$ cat config.mk
export PLATFORM = sky130hd
export DESIGN_NAME = pcm_trigger_top
export DESIGN_NICKNAME = d
export VERILOG_FILES = /design/src/rtl/pcm_pkg.sv /design/src/rtl/pcm_mask_gen.sv /design/src/rtl/pcm_range_cmp.sv /design/src/rtl/pcm_trigger_top.sv
export SDC_FILE = /design/constraint.sdc
export NUM_CORES = 1
export LEC_CHECK = 0
export ABC_AREA = 1
export BUFFER_PORTS_ARGS = -buffer_cell sky130_fd_sc_hd__buf_4
export CAP_MARGIN = 20
export CORE_UTILIZATION = 43
export DETAILED_ROUTE_END_ITERATION = 12
export GPL_TIMING_DRIVEN = 0
export PLACE_DENSITY = 0.93
export SLEW_MARGIN = 10
export SYNTH_ARGS = -nofsm -noshare
export SYNTH_HDL_FRONTEND = slang
export SYNTH_HIERARCHICAL = 1
export SYNTH_SLANG_ARGS = --single-unit
$ cat constraint.sdc
create_clock -name clk -period 2.2 [get_ports clk]
set_clock_uncertainty 0.2 [all_clocks]
set_input_delay 0.44 -clock clk [delete_from_list [all_inputs] [get_ports clk]]
set_output_delay 0.44 -clock clk [all_outputs]
set_load 0.01 [all_outputs]
$ cat src/rtl/pcm_pkg.sv
package pcm_pkg;
    typedef enum logic [1:0] {
        ST_IDLE  = 2'd0,
        ST_ARMED = 2'd1,
        ST_FIRED = 2'd2
    } pcm_state_e;
endpackage

$ cat src/rtl/pcm_mask_gen.sv
module pcm_mask_gen #(
    parameter int PC_W  = 32,
    parameter int IGN_W = 5
) (
    input  logic [IGN_W-1:0] ign_count,
    output logic [PC_W-1:0]  keep_mask
);
    localparam int MAX_SHIFT = PC_W - 1;

    logic [31:0] eff_shift;

    always_comb begin
        if (32'(ign_count) > 32'(MAX_SHIFT))
            eff_shift = 32'(MAX_SHIFT);
        else
            eff_shift = 32'(ign_count);
    end

    for (genvar i = 0; i < PC_W; i++) begin : g_bit
        assign keep_mask[i] = (32'(i) >= eff_shift);
    end
endmodule

$ cat src/rtl/pcm_range_cmp.sv
module pcm_range_cmp #(
    parameter int PC_W = 32
) (
    input  logic [PC_W-1:0] pc_value,
    input  logic [PC_W-1:0] trig_addr,
    input  logic [PC_W-1:0] keep_mask,
    input  logic            sense_out,
    output logic            qualify
);
    logic in_region;

    always_comb begin
        in_region = (((pc_value ^ trig_addr) & keep_mask) == '0);
        qualify   = in_region ^ sense_out;
    end
endmodule

$ cat src/rtl/pcm_trigger_top.sv
module pcm_trigger_top
    import pcm_pkg::*;
#(
    parameter int PC_W  = 32,
    parameter int IGN_W = 5
) (
    input  logic             clk,
    input  logic             rst_n,
    input  logic             pc_valid,
    input  logic [PC_W-1:0]  pc_value,
    input  logic [PC_W-1:0]  trig_addr,
    input  logic [IGN_W-1:0] ign_count,
    input  logic             sense_out,
    input  logic             match_en,
    input  logic             trace_en,
    output logic             match_pulse,
    output logic             cause_flag
);
    pcm_state_e state_q, state_d;

    logic [PC_W-1:0] keep_mask;
    logic            qualify;
    logic            trace_en_q;
    logic            trace_fall;
    logic            fire;

    pcm_mask_gen #(.PC_W(PC_W), .IGN_W(IGN_W)) u_mask (
        .ign_count (ign_count),
        .keep_mask (keep_mask)
    );

    pcm_range_cmp #(.PC_W(PC_W)) u_cmp (
        .pc_value  (pc_value),
        .trig_addr (trig_addr),
        .keep_mask (keep_mask),
        .sense_out (sense_out),
        .qualify   (qualify)
    );

    assign trace_fall = trace_en_q & ~trace_en;
    assign fire = (state_q == ST_ARMED) & match_en & pc_valid & qualify & ~trace_fall;

    // Next-state logic
    always_comb begin
        state_d = state_q;
        unique case (state_q)
            ST_IDLE:  if (match_en) state_d = ST_ARMED;
            ST_ARMED: begin
                if (!match_en)  state_d = ST_IDLE;
                else if (fire)  state_d = ST_FIRED;
            end
            ST_FIRED: if (!match_en || trace_fall) state_d = ST_IDLE;
            default:  state_d = ST_IDLE;
        endcase
    end

    // State register
    always_ff @(posedge clk) begin
        if (!rst_n) state_q <= ST_IDLE;
        else        state_q <= state_d;
    end

    // Output registers
    always_ff @(posedge clk) begin
        if (!rst_n) begin
            match_pulse <= 1'b0;
            cause_flag  <= 1'b0;
            trace_en_q  <= 1'b0;
        end else begin
            trace_en_q  <= trace_en;
            match_pulse <= fire;
            if (trace_fall)  cause_flag <= 1'b0;
            else if (fire)   cause_flag <= 1'b1;
        end
    end
endmodule

==> results of run 1 <==
-- cells in the mapped netlist --
cell / n / share of area [%]
or2_1: 2 / 1.0
buf_4: 2 / 1.2
inv_1: 79 / 24
o21ai_0: 7 / 2.9
buf_2: 1 / 0.41
nor2_2: 4 / 2.0
nand2_2: 2 / 1.0
dfxtp_1: 5 / 8.2
nor2_1: 23 / 7.0
o21ai_1: 2 / 0.82
conb_1: 1 / 0.31
a41oi_1: 1 / 0.71
nand3_1: 34 / 14
a21oi_1: 7 / 2.9
nand3_2: 2 / 1.6
nand2_1: 104 / 32
-- power groups by stage --
stage | Clock (mW) | Sequential, mW | Combinational [mW]
after floorplan | 0 | 0.0968 | 0.130
after global placement | 0 | 0.0968 | 0.263
after detailed placement | 0 | 0.0968 | 0.269
after CTS | 0.123 | 0.0950 | 0.270
after global routing | 0.133 | 0.0952 | 0.307
final | 0.116 | 0.0950 | 0.270
-- worst paths after layout --
path / startpoint / to / slack (ns) / depth (start not counted)
setup / recovery: ign_count[4] / state_q[1] / 0.20 / 16
hold / removal: trace_en / trace_en_q / 0.17 / 3
setup reg to reg: state_q[0] / state_q[1] / 1.20 / 4
hold reg to reg: cause_flag / cause_flag / 0.25 / 2
-- flip-flops by register name, indices dropped and copies added, names as in the netlist --
register and cells:
state_q 2, cause_flag 1, match_pulse 1, trace_en_q 1
-- routing by layer --
metal	vias up	wire (µm)	global-route usage [%]	share of wire, %
met4	0	36	8.21	1.1
met1	710	1400	24.4	43
met2	56	1620	41.0	50
met3	4	188	4.68	5.8
met5	-	0	0	0
li1	962	-	-	-
-- tightest hold or removal path: stages --
cell,delay [ns]
buf_4,0.08
nand2_1,0.04
inv_1,0.04
-- through the flow --
stage	setup TNS, ns	total power [mW]	cells	setup WS, ns	instance area [µm²]
2_1_floorplan	0	0.227	276	0.235	1230
4_1_cts	0	0.488	386	0.190	1850
6_report	0	0.481	386	0.204	1860
3_3_place_gp	-0.0897	0.359	382	-0.0478	1830
3_5_place_dp	-0.160	0.366	382	-0.0722	1830
5_1_grt	0	0.535	386	0.0000115	1860
-- area by class of cell --
cell class,count,area [µm²]
buffer,3,20.0
clock buffer,4,26.3
fill,275,877
inverter,79,297
multi-input combinational,189,812
sequential,5,100
tap,31,38.8
timing repair buffer,75,563
-- logic make-up (layout without fill, tap and decap cells) --
logic type | Yosys count | in the layout | share of synthesized area (%)
AO/OA/AOI/OAI | 17 | 17 | 7.24
buffers and inverters | 82 | 161 | 25.8
flip-flops | 5 | 5 | 8.16
other | 1 | 1 | 0.306
AND/OR/NAND/NOR | 171 | 171 | 58.5
==> out/results.txt, run 1 <==
Outcome: finished clean
1st-pass router iterations: 4
Initial DRC count: 63
Cell family with most CP delay: simple AND/OR/NAND/NOR gates
Mapped Nets: 351
# IOs: 77
Clock sinks: 5
Clock transition at the registers of the reported paths: 0.05 ns
Final wirelength: 3250 µm
CP most frequent cell: nand2_1
Final Core Density: 67.9%
Wirelength per Cell: 8.42 µm
Clock network fraction of total power: 24.2%
Gr usage total: 22.1%
Die footprint: 0.00307 mm²
Pin count of the biggest net entering global routing: 11
Hold Vio Cnt, Final: 0
Post-Syn Area: 0.00123 mm²
RSZ-0062 raised after global routing: no
Die Width: 55.4 µm
LEAKAGE: 1.26 nW
Final slew viol count: 0
# Max-Cap Violations: 0
Syn-to-layout area delta: 51.4%
CP Class: in -> reg
Synth cell types: 16
Worst-Skew Late Latency: 0.26 ns
Initial antenna violation count: 0
Layout cells sized above 1: 25.4%
Gate power share: 56.1%
Slowest cell on crit path: buf_4
# diodes: 0
Worst endpoint data arrival time: 1.98 ns
Fin crit share: 90.7%
Routability Congestion: 0.769
CTS Root Cell: clkbuf_4
Drt drc: 0
CP Data Required Time: 2.19 ns
Max clock buf depth: 2
Vias: 1,732
Mapped Cells: 276
Yosys warns: 6
Average vias per placed instance: 4.49
Max FO, Critical Path: 10
Post-synthesis sequential area ratio: 8.16%
Grt total ovfl: 0
Buffers plus inverters on the worst setup path: 4
Pwr per Cell Area: 259 mW/mm²
Post-cts sizing count: 0
Core area: 0.00273 mm²
Commonest non-fill, non-tap cell in the layout: nand2_1
Crit end category: register
Vias in the first global route: 1,563
Path type of the worst min-delay path: in -> reg
DP Wirelength: 2820 µm
Die Height: 55.4 µm
First-pass GRT wire length: 5610 µm
Initial cell density of the core: 44.9%
Num CTS Buffers: 3
Most frequent cells in the layout: nand2_1, inv_1, buf_4
Register share of total power: 19.7%
Synthesized flop and latch total: 5
Max Clock Freq: 0.501 GHz
Switching Fraction: 36.4%
CTS tree: yes
Post-Syn Area per Cell: 4.44 µm²
H-tree depth: 1
Tmin final: 2.00 ns
CTS Hold Bufs: 0
Final Hold Slack: 0.172 ns
Internal Power: 0.306 mW
Psw: 0.175 mW
Row Count: 19
Final setup vio count: 0
Max incr delay on CP: 0.15 ns
Crit path cell chain: buf_4 -> buf_4 -> nand2_1 -> inv_1 -> o21ai_0 -> nand3_1 -> nand2_1 -> nor2_1 -> nand2_1 -> nor2_2 -> nand3_1 -> nand2_1 -> nand2_1 -> inv_1 -> nand3_2 -> a21oi_1
Startpoint types: input pin
Nets: 431
ANT nets after route: 0
Post-CTS Setup Inserts: 0
Number of port buffers: 75
Max VDD drop: 0.267 mV
No activity file was read; power rests on OpenSTA's default activity.
==> run 2, diff against run 1 <==
RECOVER_POWER = 50   (was not set)
==> run 2 against run 1 <==
Effect of this change:
- first-iteration DRC count rose by 21%
- critical path depth unchanged
- routed wire length is essentially flat
- register-to-register slack is essentially flat
==> out/results.txt, run 2 (synthesis gave the netlist of run 1 again) <==
Buffers plus inverters on the worst setup path: 4 (unchanged)
Grt total ovfl: 0 (unchanged)
Total Neg Setup Slack: 0 ns (unchanged)
Crit end category: register
DP Wirelength: 2820 µm (unchanged)
Max clock buf depth: 2 (unchanged)
Syn-to-layout area delta: 50.5%
Post-CTS Setup Inserts: 0 (unchanged)
Worst reg2reg path depth: 4 (unchanged)
Min setup slack post-route: 0.205 ns (+0.000525 ns)
WP depth: 16 (unchanged)
# Max-Cap Violations: 0 (unchanged)
Max FO, Critical Path: 10 (unchanged)
CP most frequent cell: nand2_1
RSZ-0062 raised after global routing: no
Final setup vio count: 0 (unchanged)
DP Area: 0.00183 mm² (unchanged)
Num CTS Buffers: 3 (unchanged)
Tmin final: 2.00 ns (-0.000525 ns)
Reg with most FFs: state_q
CTS Hold Bufs: 0 (unchanged)
Gr usage total: 22.1% (unchanged)
# diodes: 0 (unchanged)
Final wirelength: 3250 µm (about the same)
Final Hold Slack: 0.171 ns (-0.000396 ns)
Cell family with most CP delay: simple AND/OR/NAND/NOR gates
Clock transition at the registers of the reported paths: 0.05 ns (about the same)
CTS Root Cell: clkbuf_4
CP Class: in -> reg
Final slew viol count: 0 (unchanged)
LEAKAGE: 1.25 nW (-0.96%)
Final Core Density: 67.5% (-0.41 points)
First-pass GRT wire length: 5610 µm (unchanged)
Slowest cell on crit path: buf_4
Finished Cell Area: 0.00185 mm² (-0.61%)
ANT nets after route: 0 (unchanged)
Crit path cell chain: buf_4 -> buf_4 -> nand2_1 -> inv_1 -> o21ai_0 -> nand3_1 -> nand2_1 -> nor2_1 -> nand2_1 -> nor2_2 -> nand3_1 -> nand2_1 -> nand2_1 -> inv_1 -> nand3_2 -> a21oi_1
Drt drc: 0 (unchanged)
Wirelength per Cell: 8.43 µm (about the same)
Fin crit share: 90.7% (about the same)
Die Width: 55.4 µm (unchanged)
Path type of the worst min-delay path: in -> reg
Hold Vio Cnt, Final: 0 (unchanged)
Placed Cells: 382 (unchanged)
Outcome: finished clean
Total Power: 0.480 mW (-0.18%)
Clock sinks: 5 (unchanged)
1st-pass router iterations: 4 (unchanged)
Initial DRC count: 76 (+21%)
Initial antenna violation count: 0 (unchanged)
Max incr delay on CP: 0.15 ns (about the same)
Pin count of the biggest net entering global routing: 11 (unchanged)
Largest register FFs: 2 (unchanged)
Core area: 0.00273 mm² (unchanged)
Max Clock Freq: 0.501 GHz (about the same)
Post-Place Worst Slack: -0.0722 ns (unchanged)
# IOs: 77 (unchanged)
Routability Congestion: 0.769 (unchanged)
Number of port buffers: 75 (unchanged)
Die Height: 55.4 µm (unchanged)
Row Count: 19 (unchanged)
Startpoint types: input pin
H-tree depth: 1 (unchanged)
Commonest non-fill, non-tap cell in the layout: nand2_1
Worst-Skew Late Latency: 0.26 ns (about the same)
Pwr per Cell Area: 260 mW/mm² (+0.43%)
Hold path depth: 3 (unchanged)
Vias in the first global route: 1,563 (unchanged)
Die footprint: 0.00307 mm² (unchanged)
Initial cell density of the core: 44.9% (unchanged)
Average vias per placed instance: 4.47 (-0.46%)
Worst endpoint data arrival time: 1.98 ns (about the same)
Finished Layout Cells: 386 (unchanged)
CP Data Required Time: 2.19 ns (about the same)
Max VDD drop: 0.267 mV (-0.17%)
Layout cells sized above 1: 24.5% (-0.85 points)
Vias: 1,724 (-0.46%)
CTS tree: yes
Nets: 431 (unchanged)
Most frequent cells in the layout: nand2_1, inv_1, buf_4
[run 2: changes by cell type in the layout (fill, tap and decap cells not counted), sizes merged]
cell	delta
buf	-3
clkbuf	+3
[run 2: worst paths after layout]
| path | slack, ns | startpoint | end |
|---|---|---|---|
| max | 0.20 | ign_count[4] | state_q[1] |
| min | 0.17 | trace_en | trace_en_q |
| max reg2reg | 1.20 | state_q[0] | state_q[1] |
| min reg2reg | 0.24 | cause_flag | cause_flag |
[run 2: what timing repair did]
action	in CTS	in global routing
resized for setup	0	1
hold endpoints to repair	0	0
setup endpoints to repair	0	2
[run 2: worst register-to-register path, stage by stage (launching register included)]
cell,delay [ns]
dfxtp_1,0.34
nand2_1,0.07
nor2_2,0.10
nand3_2,0.09
a21oi_1,0.13
[run 2: metal layers]
metal / vias up / track usage [%] / wire (µm)
met5: - / 0 / 0
met4: 0 / 8.21 / 35
met1: 706 / 24.4 / 1410
li1: 960 / - / -
met2: 54 / 41.0 / 1630
met3: 4 / 4.68 / 177
[run 2: power breakdown]
part / internal (mW) / switching, mW / leakage (nW) / total (mW)
Clock: 0.0692 / 0.0474 / 0.0150 / 0.117
Combinational: 0.142 / 0.127 / 1.19 / 0.269
Sequential: 0.0936 / 0.00138 / 0.0409 / 0.0950
Total: 0.305 / 0.176 / 1.25 / 0.480
[run 2: final cells by class]
cell class / count / area (µm²)
well taps: 31 / 38.8
fillers: 279 / 888
clock buffers: 4 / 26.3
plain buffers: 3 / 20.0
inverters: 79 / 297
multi-input cells: 189 / 812
flip-flops and latches: 5 / 100
repair buffers: 75 / 552
